===== config.mk =====
export PLATFORM = sky130hd
export DESIGN_NAME = tmr_pair
export DESIGN_NICKNAME = d
export VERILOG_FILES = /design/src/rtl/tmr_pkg.sv /design/src/rtl/tmr_tick_gen.sv /design/src/rtl/tmr_count_chan.sv /design/src/rtl/tmr_pair.sv
export SDC_FILE = /design/constraint.sdc
export NUM_CORES = 1
export LEC_CHECK = 0
export CELL_PAD_IN_SITES_DETAIL_PLACEMENT = 1
export CELL_PAD_IN_SITES_GLOBAL_PLACEMENT = 1
export CORE_MARGIN = 1.5
export CORE_UTILIZATION = 30
export DETAILED_ROUTE_END_ITERATION = 8
export GPL_TIMING_DRIVEN = 0
export MAX_ROUTING_LAYER = met4
export PLACE_DENSITY = 0.61
export SLEW_MARGIN = 20
export SYNTH_ARGS = -nofsm -noshare
export SYNTH_HDL_FRONTEND = slang
export SYNTH_HIERARCHICAL = 1
export SYNTH_SLANG_ARGS = --single-unit

===== constraint.sdc =====
create_clock -name clk -period 3.26 [get_ports clk]
set_clock_uncertainty 0.15 [all_clocks]
set_input_delay 0.652 -clock clk [delete_from_list [all_inputs] [get_ports clk]]
set_output_delay 0.652 -clock clk [all_outputs]
set_load 0.05 [all_outputs]

===== src/rtl/tmr_pkg.sv =====
package tmr_pkg;
  localparam int NCH    = 2;
  localparam int BYTE_W = 8;
  localparam int ADDR_W = 3;

  typedef enum logic [1:0] {
    M_W13   = 2'b00,
    M_W16   = 2'b01,
    M_RELD  = 2'b10,
    M_SPLIT = 2'b11
  } tmr_mode_e;

  typedef struct packed {
    logic      gate;
    logic      ext;
    tmr_mode_e mode;
  } chan_cfg_t;

  localparam logic [ADDR_W-1:0] A_CFG  = 3'd0;
  localparam logic [ADDR_W-1:0] A_CTRL = 3'd1;
  localparam logic [ADDR_W-1:0] A_C0LO = 3'd2;
  localparam logic [ADDR_W-1:0] A_C0HI = 3'd3;
  localparam logic [ADDR_W-1:0] A_C1LO = 3'd4;
  localparam logic [ADDR_W-1:0] A_C1HI = 3'd5;
endpackage


===== src/rtl/tmr_tick_gen.sv =====
module tmr_tick_gen #(
  parameter int DIV = 12,
  parameter int NCH = 2
) (
  input  logic           clk,
  input  logic           rst,
  input  logic [NCH-1:0] cnt_pin,
  input  logic [NCH-1:0] gate_pin,
  output logic           tick,
  output logic [NCH-1:0] ext_evt,
  output logic [NCH-1:0] gate_ok
);
  localparam int PW = (DIV > 1) ? $clog2(DIV) : 1;
  localparam logic [PW-1:0] LAST = PW'(DIV - 1);

  logic [PW-1:0] pre_q;

  always_ff @(posedge clk) begin
    if (rst || pre_q == LAST) pre_q <= '0;
    else                      pre_q <= pre_q + PW'(1);
  end

  assign tick = (pre_q == LAST);

  for (genvar i = 0; i < NCH; i++) begin : g_pin
    logic s1_q, s2_q, s3_q, pend_q, g1_q, g2_q;
    logic fall;

    assign fall = s3_q & ~s2_q;

    always_ff @(posedge clk) begin
      if (rst) begin
        s1_q   <= 1'b0;
        s2_q   <= 1'b0;
        s3_q   <= 1'b0;
        pend_q <= 1'b0;
        g1_q   <= 1'b0;
        g2_q   <= 1'b0;
      end else begin
        s1_q <= cnt_pin[i];
        s2_q <= s1_q;
        s3_q <= s2_q;
        g1_q <= gate_pin[i];
        g2_q <= g1_q;
        if (tick)      pend_q <= 1'b0;
        else if (fall) pend_q <= 1'b1;
      end
    end

    assign ext_evt[i] = tick & (pend_q | fall);
    assign gate_ok[i] = g2_q;
  end
endmodule


===== src/rtl/tmr_count_chan.sv =====
module tmr_count_chan
  import tmr_pkg::*;
#(
  parameter int W  = 8,
  parameter int PW = 5
) (
  input  logic         clk,
  input  logic         rst,
  input  tmr_mode_e    mode,
  input  logic         step_lo,
  input  logic         step_hi,
  input  logic         wr_lo,
  input  logic         wr_hi,
  input  logic [W-1:0] wdata,
  output logic [W-1:0] lo,
  output logic [W-1:0] hi,
  output logic         ovf_lo,
  output logic         ovf_hi
);
  localparam int SW = W + PW;

  logic [W-1:0]   lo_d, hi_d;
  logic [SW-1:0]  sum13;
  logic [2*W-1:0] sum16;

  assign sum13 = {hi, lo[PW-1:0]} + SW'(1);
  assign sum16 = {hi, lo} + (2*W)'(1);

  always_comb begin
    lo_d   = lo;
    hi_d   = hi;
    ovf_lo = 1'b0;
    ovf_hi = 1'b0;
    if (wr_lo || wr_hi) begin
      if (wr_lo) lo_d = wdata;
      if (wr_hi) hi_d = wdata;
    end else begin
      unique case (mode)
        M_W13: if (step_lo) begin
          lo_d   = {lo[W-1:PW], sum13[PW-1:0]};
          hi_d   = sum13[SW-1:PW];
          ovf_lo = &{hi, lo[PW-1:0]};
        end
        M_W16: if (step_lo) begin
          {hi_d, lo_d} = sum16;
          ovf_lo       = &{hi, lo};
        end
        M_RELD: if (step_lo) begin
          ovf_lo = &lo;
          lo_d   = (&lo) ? hi : lo + W'(1);
        end
        M_SPLIT: begin
          if (step_lo) begin
            lo_d   = lo + W'(1);
            ovf_lo = &lo;
          end
          if (step_hi) begin
            hi_d   = hi + W'(1);
            ovf_hi = &hi;
          end
        end
        default: ;
      endcase
    end
  end

  always_ff @(posedge clk) begin
    if (rst) begin
      lo <= '0;
      hi <= '0;
    end else begin
      lo <= lo_d;
      hi <= hi_d;
    end
  end
endmodule


===== src/rtl/tmr_pair.sv =====
module tmr_pair
  import tmr_pkg::*;
#(
  parameter int DIV    = 12,
  parameter int PRE_W  = 5
) (
  input  logic              clk,
  input  logic              rst,
  input  logic              bus_wr,
  input  logic [ADDR_W-1:0] bus_addr,
  input  logic [BYTE_W-1:0] bus_wdata,
  output logic [BYTE_W-1:0] bus_rdata,
  input  logic [NCH-1:0]    cnt_pin,
  input  logic [NCH-1:0]    gate_pin
);
  logic [BYTE_W-1:0] cfg_q;
  logic [NCH-1:0]    run_q, flag_q;
  chan_cfg_t         cfg [NCH];

  logic              tick;
  logic [NCH-1:0]    ext_evt, gate_ok;
  logic [NCH-1:0]    en, src, step_lo, step_hi, wr_lo, wr_hi;
  logic [NCH-1:0]    ovf_lo, ovf_hi, flag_set;
  logic [BYTE_W-1:0] cnt_lo [NCH];
  logic [BYTE_W-1:0] cnt_hi [NCH];
  logic              split0, hold1;

  assign cfg[0] = chan_cfg_t'(cfg_q[3:0]);
  assign cfg[1] = chan_cfg_t'(cfg_q[7:4]);
  assign split0 = (cfg[0].mode == M_SPLIT);
  assign hold1  = split0 || (cfg[1].mode == M_SPLIT);

  tmr_tick_gen #(.DIV(DIV), .NCH(NCH)) i_tick (
    .clk     (clk),
    .rst     (rst),
    .cnt_pin (cnt_pin),
    .gate_pin(gate_pin),
    .tick    (tick),
    .ext_evt (ext_evt),
    .gate_ok (gate_ok)
  );

  for (genvar i = 0; i < NCH; i++) begin : g_ch
    assign en[i]    = run_q[i] && (!cfg[i].gate || gate_ok[i]);
    assign src[i]   = cfg[i].ext ? ext_evt[i] : tick;
    assign wr_lo[i] = bus_wr && (bus_addr == A_C0LO + ADDR_W'(2 * i));
    assign wr_hi[i] = bus_wr && (bus_addr == A_C0HI + ADDR_W'(2 * i));

    if (i == 0) begin : g_c0
      assign step_lo[i] = en[i] & src[i];
      assign step_hi[i] = split0 & run_q[1] & tick;
    end else begin : g_cn
      assign step_lo[i] = en[i] & src[i] & ~hold1;
      assign step_hi[i] = 1'b0;
    end

    tmr_count_chan #(.W(BYTE_W), .PW(PRE_W)) i_chan (
      .clk    (clk),
      .rst    (rst),
      .mode   (cfg[i].mode),
      .step_lo(step_lo[i]),
      .step_hi(step_hi[i]),
      .wr_lo  (wr_lo[i]),
      .wr_hi  (wr_hi[i]),
      .wdata  (bus_wdata),
      .lo     (cnt_lo[i]),
      .hi     (cnt_hi[i]),
      .ovf_lo (ovf_lo[i]),
      .ovf_hi (ovf_hi[i])
    );
  end

  assign flag_set[0] = ovf_lo[0];
  assign flag_set[1] = ovf_lo[1] | ovf_hi[0];

  always_ff @(posedge clk) begin
    if (rst) begin
      cfg_q  <= '0;
      run_q  <= '0;
      flag_q <= '0;
    end else begin
      if (bus_wr && bus_addr == A_CFG) cfg_q <= bus_wdata;
      if (bus_wr && bus_addr == A_CTRL) begin
        run_q  <= {bus_wdata[6], bus_wdata[4]};
        flag_q <= {bus_wdata[7], bus_wdata[5]} | flag_set;
      end else begin
        flag_q <= flag_q | flag_set;
      end
    end
  end

  always_ff @(posedge clk) begin
    if (rst) bus_rdata <= '0;
    else begin
      unique case (bus_addr)
        A_CFG:   bus_rdata <= cfg_q;
        A_CTRL:  bus_rdata <= {flag_q[1], run_q[1], flag_q[0], run_q[0], 4'b0000};
        A_C0LO:  bus_rdata <= cnt_lo[0];
        A_C0HI:  bus_rdata <= cnt_hi[0];
        A_C1LO:  bus_rdata <= cnt_lo[1];
        A_C1HI:  bus_rdata <= cnt_hi[1];
        default: bus_rdata <= '0;
      endcase
    end
  end
endmodule


==> impl_results.md <==
* Max incr delay on CP at around 500 ps
* Ant. Diodes at 0
* Slew headroom at 41.4%
* Clock slew at reported path FFs at 70 ps
* Pleak at 1.86 nW
* Crit share post-route at 95.7%
* Internal Pwr Total at 0.00155 W
* Nets at 602
* VDD IR max at 0.224 mV
* Element type at the critical path end: register
* Largest net degree at the start of global routing at 20
* Slew @ Worst Pin at around 880 ps
* Root Buffer: clkbuf_16
* Layout cells sized above 1 at 12.2%
* Crit-path cells: clkdlybuf4s50_1 -> buf_4 -> nand2b_1 -> nor2_1 -> clkbuf_1 -> or2_2 -> clkbuf_1 -> a21oi_1 -> a211oi_1 -> a31o_2
* # setup viols final at 0
* Post-route DRC at 0
* Critical path peak fanout at 10
* WP data required at 3400 ps
* Worst path most repeated cell: clkbuf_1
* CTS sink count at between 60 and 70
* IO buf count at 24
* Vias in the first global route at 4223
* DRT Pass-1 Iters at 4
* Setup ws final at roughly 140 ps
* Comb power frac at 10.2%
* Drt total wl at 15500 um
* Dpl hpwl at 11700 um
* Core ar. at ~0.014 sq mm
* Seq pwr share at 41.4%
* Vias per cell at 5.58
* Crit path DAT at 3260 ps
* Dpl ws at -415 ps
* GRT Overall Usage at 21.4%
* Ports at 26
* DRT antenna net count at 0
* Dpl cells at 752
* Clock power frac at between 40% and 50%
* Starting Density at 30.5%
* Post-CTS Setup Repair Bufs at 0
* Vias at 4285
* Sw Share at 27.2%
* Filler instances at between 1500 and 2000
* Syn_nets at 567
* FF-to-FF Start: i_tick/pre_q[0]
* Max-cap viol count at 0
* Net load switching power at around 0.00058 W
* Syn. warnings at 6
* Initial antenna violation count at 0
* Clock buffer depth at 2
* H-Tree Depth at 3
* GPL Wtd Cong at 0.898
* Fmax at 321 MHz
* Crit path kind: in -> reg
* Rows at 44
* Die Footprint at 0.0154 sq mm
* Finished Cell Area at 0.00519 sq mm
* CP startpoint kind: primary input
* Hold WC Path Type: reg -> reg
* Syn Std Cell Area at 0.00441 sq mm
* TritonCTS clock tree: built
* TritonCTS Buffers at 9
* Congestion Overflow GR at 0
* Finished Layout Cells at around 770
* CP max-delay cell: clkdlybuf4s50_1
* Total Power at 0.00212 W
* Worst Hold Launch: i_tick/g_pin[1].s2_q
* Final TNS setup at 0 ps
* Instance area at placement at 0.00488 sq mm
* Die Wd at ~120 um
* PD cells at 409 mW/mm^2
* Post-synthesis cell count at around 540
* Average instance area after synthesis at 8.10 sq um
* # hold bufs at CTS at 0
* First DRT Iteration DRCs at 304
* First-pass GRT wire length at 23800 um
* Final max-slew violation count at 0
* Worst skew pair latency at ~350 ps
* Die height at 124 um
* RSZ-0062 raised after global routing: false
* Final-report hold violation count at 0
* R2R setup slack at approximately 490 ps
* WL/cell at 20.1 um
* Setup crit start: bus_addr[2]
* Period minus WS final at 3120 ps
* Area growth, synth to finish at 17.9%
* Status: completed
## flip-flops by register name, indices dropped and copies added, names as in the netlist
signal,flops
i_tick/pre_q,4
run_q,2
i_tick/g_pin.s1_q,2
i_tick/g_pin.pend_q,2
g_ch.i_chan/hi,16
i_tick/g_pin.s2_q,2
i_tick/g_pin.g2_q,2
g_ch.i_chan/lo,16
i_tick/g_pin.s3_q,2
i_tick/g_pin.g1_q,2
bus_rdata,8
flag_q,2
cfg_q,8
## final timing paths
check	to	cells past startpoint
setup / recovery	g_ch[0].i_chan/lo[5]	10
hold / removal	i_tick/g_pin[1].s3_q	2
setup reg to reg	g_ch[1].i_chan/lo[7]	9
hold reg to reg	i_tick/g_pin[1].s3_q	2
## power by group through the flow
stage / sequential (W) / clock (W) / combinational, W
2_1_floorplan: 0.000896 / 0 / 0.000127
3_3_place_gp: 0.000897 / 0 / 0.000211
3_5_place_dp: 0.000898 / 0 / 0.000215
4_1_cts: 0.000880 / 0.00106 / 0.000216
5_1_grt: 0.000883 / 0.00109 / 0.000234
6_report: 0.000880 / 0.00103 / 0.000216
## routing by layer
layer	GRT usage, %	up-vias	share of wire [%]
met3	4.21	21	4.6
met5	-	-	0
li1	-	2078	-
met4	6.82	0	2.0
met1	26.5	2102	45
met2	35.0	84	48
## per-stage QoR
| step | hold slack [ps] | util [%] |
|---|---|---|
| global placement | 271 | 33.8 |
| floorplan | 260 | - |
| global route | 303 | 36.0 |
| detailed placement | 273 | 33.8 |
| CTS | 284 | 35.9 |
| finish | 281 | 36.0 |
## critical path, delay by kind of cell
kind	cells	cell delay (ps)
AO/OA/AOI/OAI	3	510
buffers and inverters	4	1570
AND/OR/NAND/NOR	3	520
## what timing repair did
action                     CTS  global route
pin swaps                    0             0
setup endpoints to repair    1             5
resized for setup            1             5
## cells in the final DEF (no fill, tap or decap), types with 5 or more instances in the layout
| cell type | instances |
|---|---|
| dfxtp_1 | 68 |
| nand2_1 | 58 |
| nor2_1 | 50 |
| a21oi_1 | 37 |
| mux2i_1 | 28 |
| clkdlybuf4s50_1 | 24 |
| nand3_1 | 21 |
| o21ai_0 | 18 |
| nor3_1 | 15 |
| a211oi_1 | 15 |
| inv_1 | 14 |
| nand2b_1 | 12 |
| xnor2_1 | 11 |
| buf_6 | 10 |
| nand4_1 | 10 |
| nor2b_1 | 10 |
| clkbuf_16 | 9 |
| clkbuf_2 | 8 |
| and3_1 | 8 |
| a31oi_1 | 8 |
| xor2_1 | 7 |
| buf_4 | 6 |
| a41oi_1 | 6 |
| o31ai_1 | 6 |
| a311o_1 | 6 |
| buf_2 | 5 |
| and4_1 | 5 |
| clkbuf_1 | 5 |
| o221ai_1 | 5 |
| ha_1 | 5 |
## final cells by class
cell class | count | area [sq um] | area share (%)
tap | 184 | 230 | 4.43
clock inverter | 7 | 81.3 | 1.57
multi-input combinational | 424 | 2740 | 52.7
sequential | 68 | 1360 | 26.2
buffer | 36 | 259 | 4.99
timing repair buffer | 24 | 240 | 4.63
inverter | 16 | 60.1 | 1.16
clock buffer | 9 | 225 | 4.34
Power figures use the tool's default switching activity.
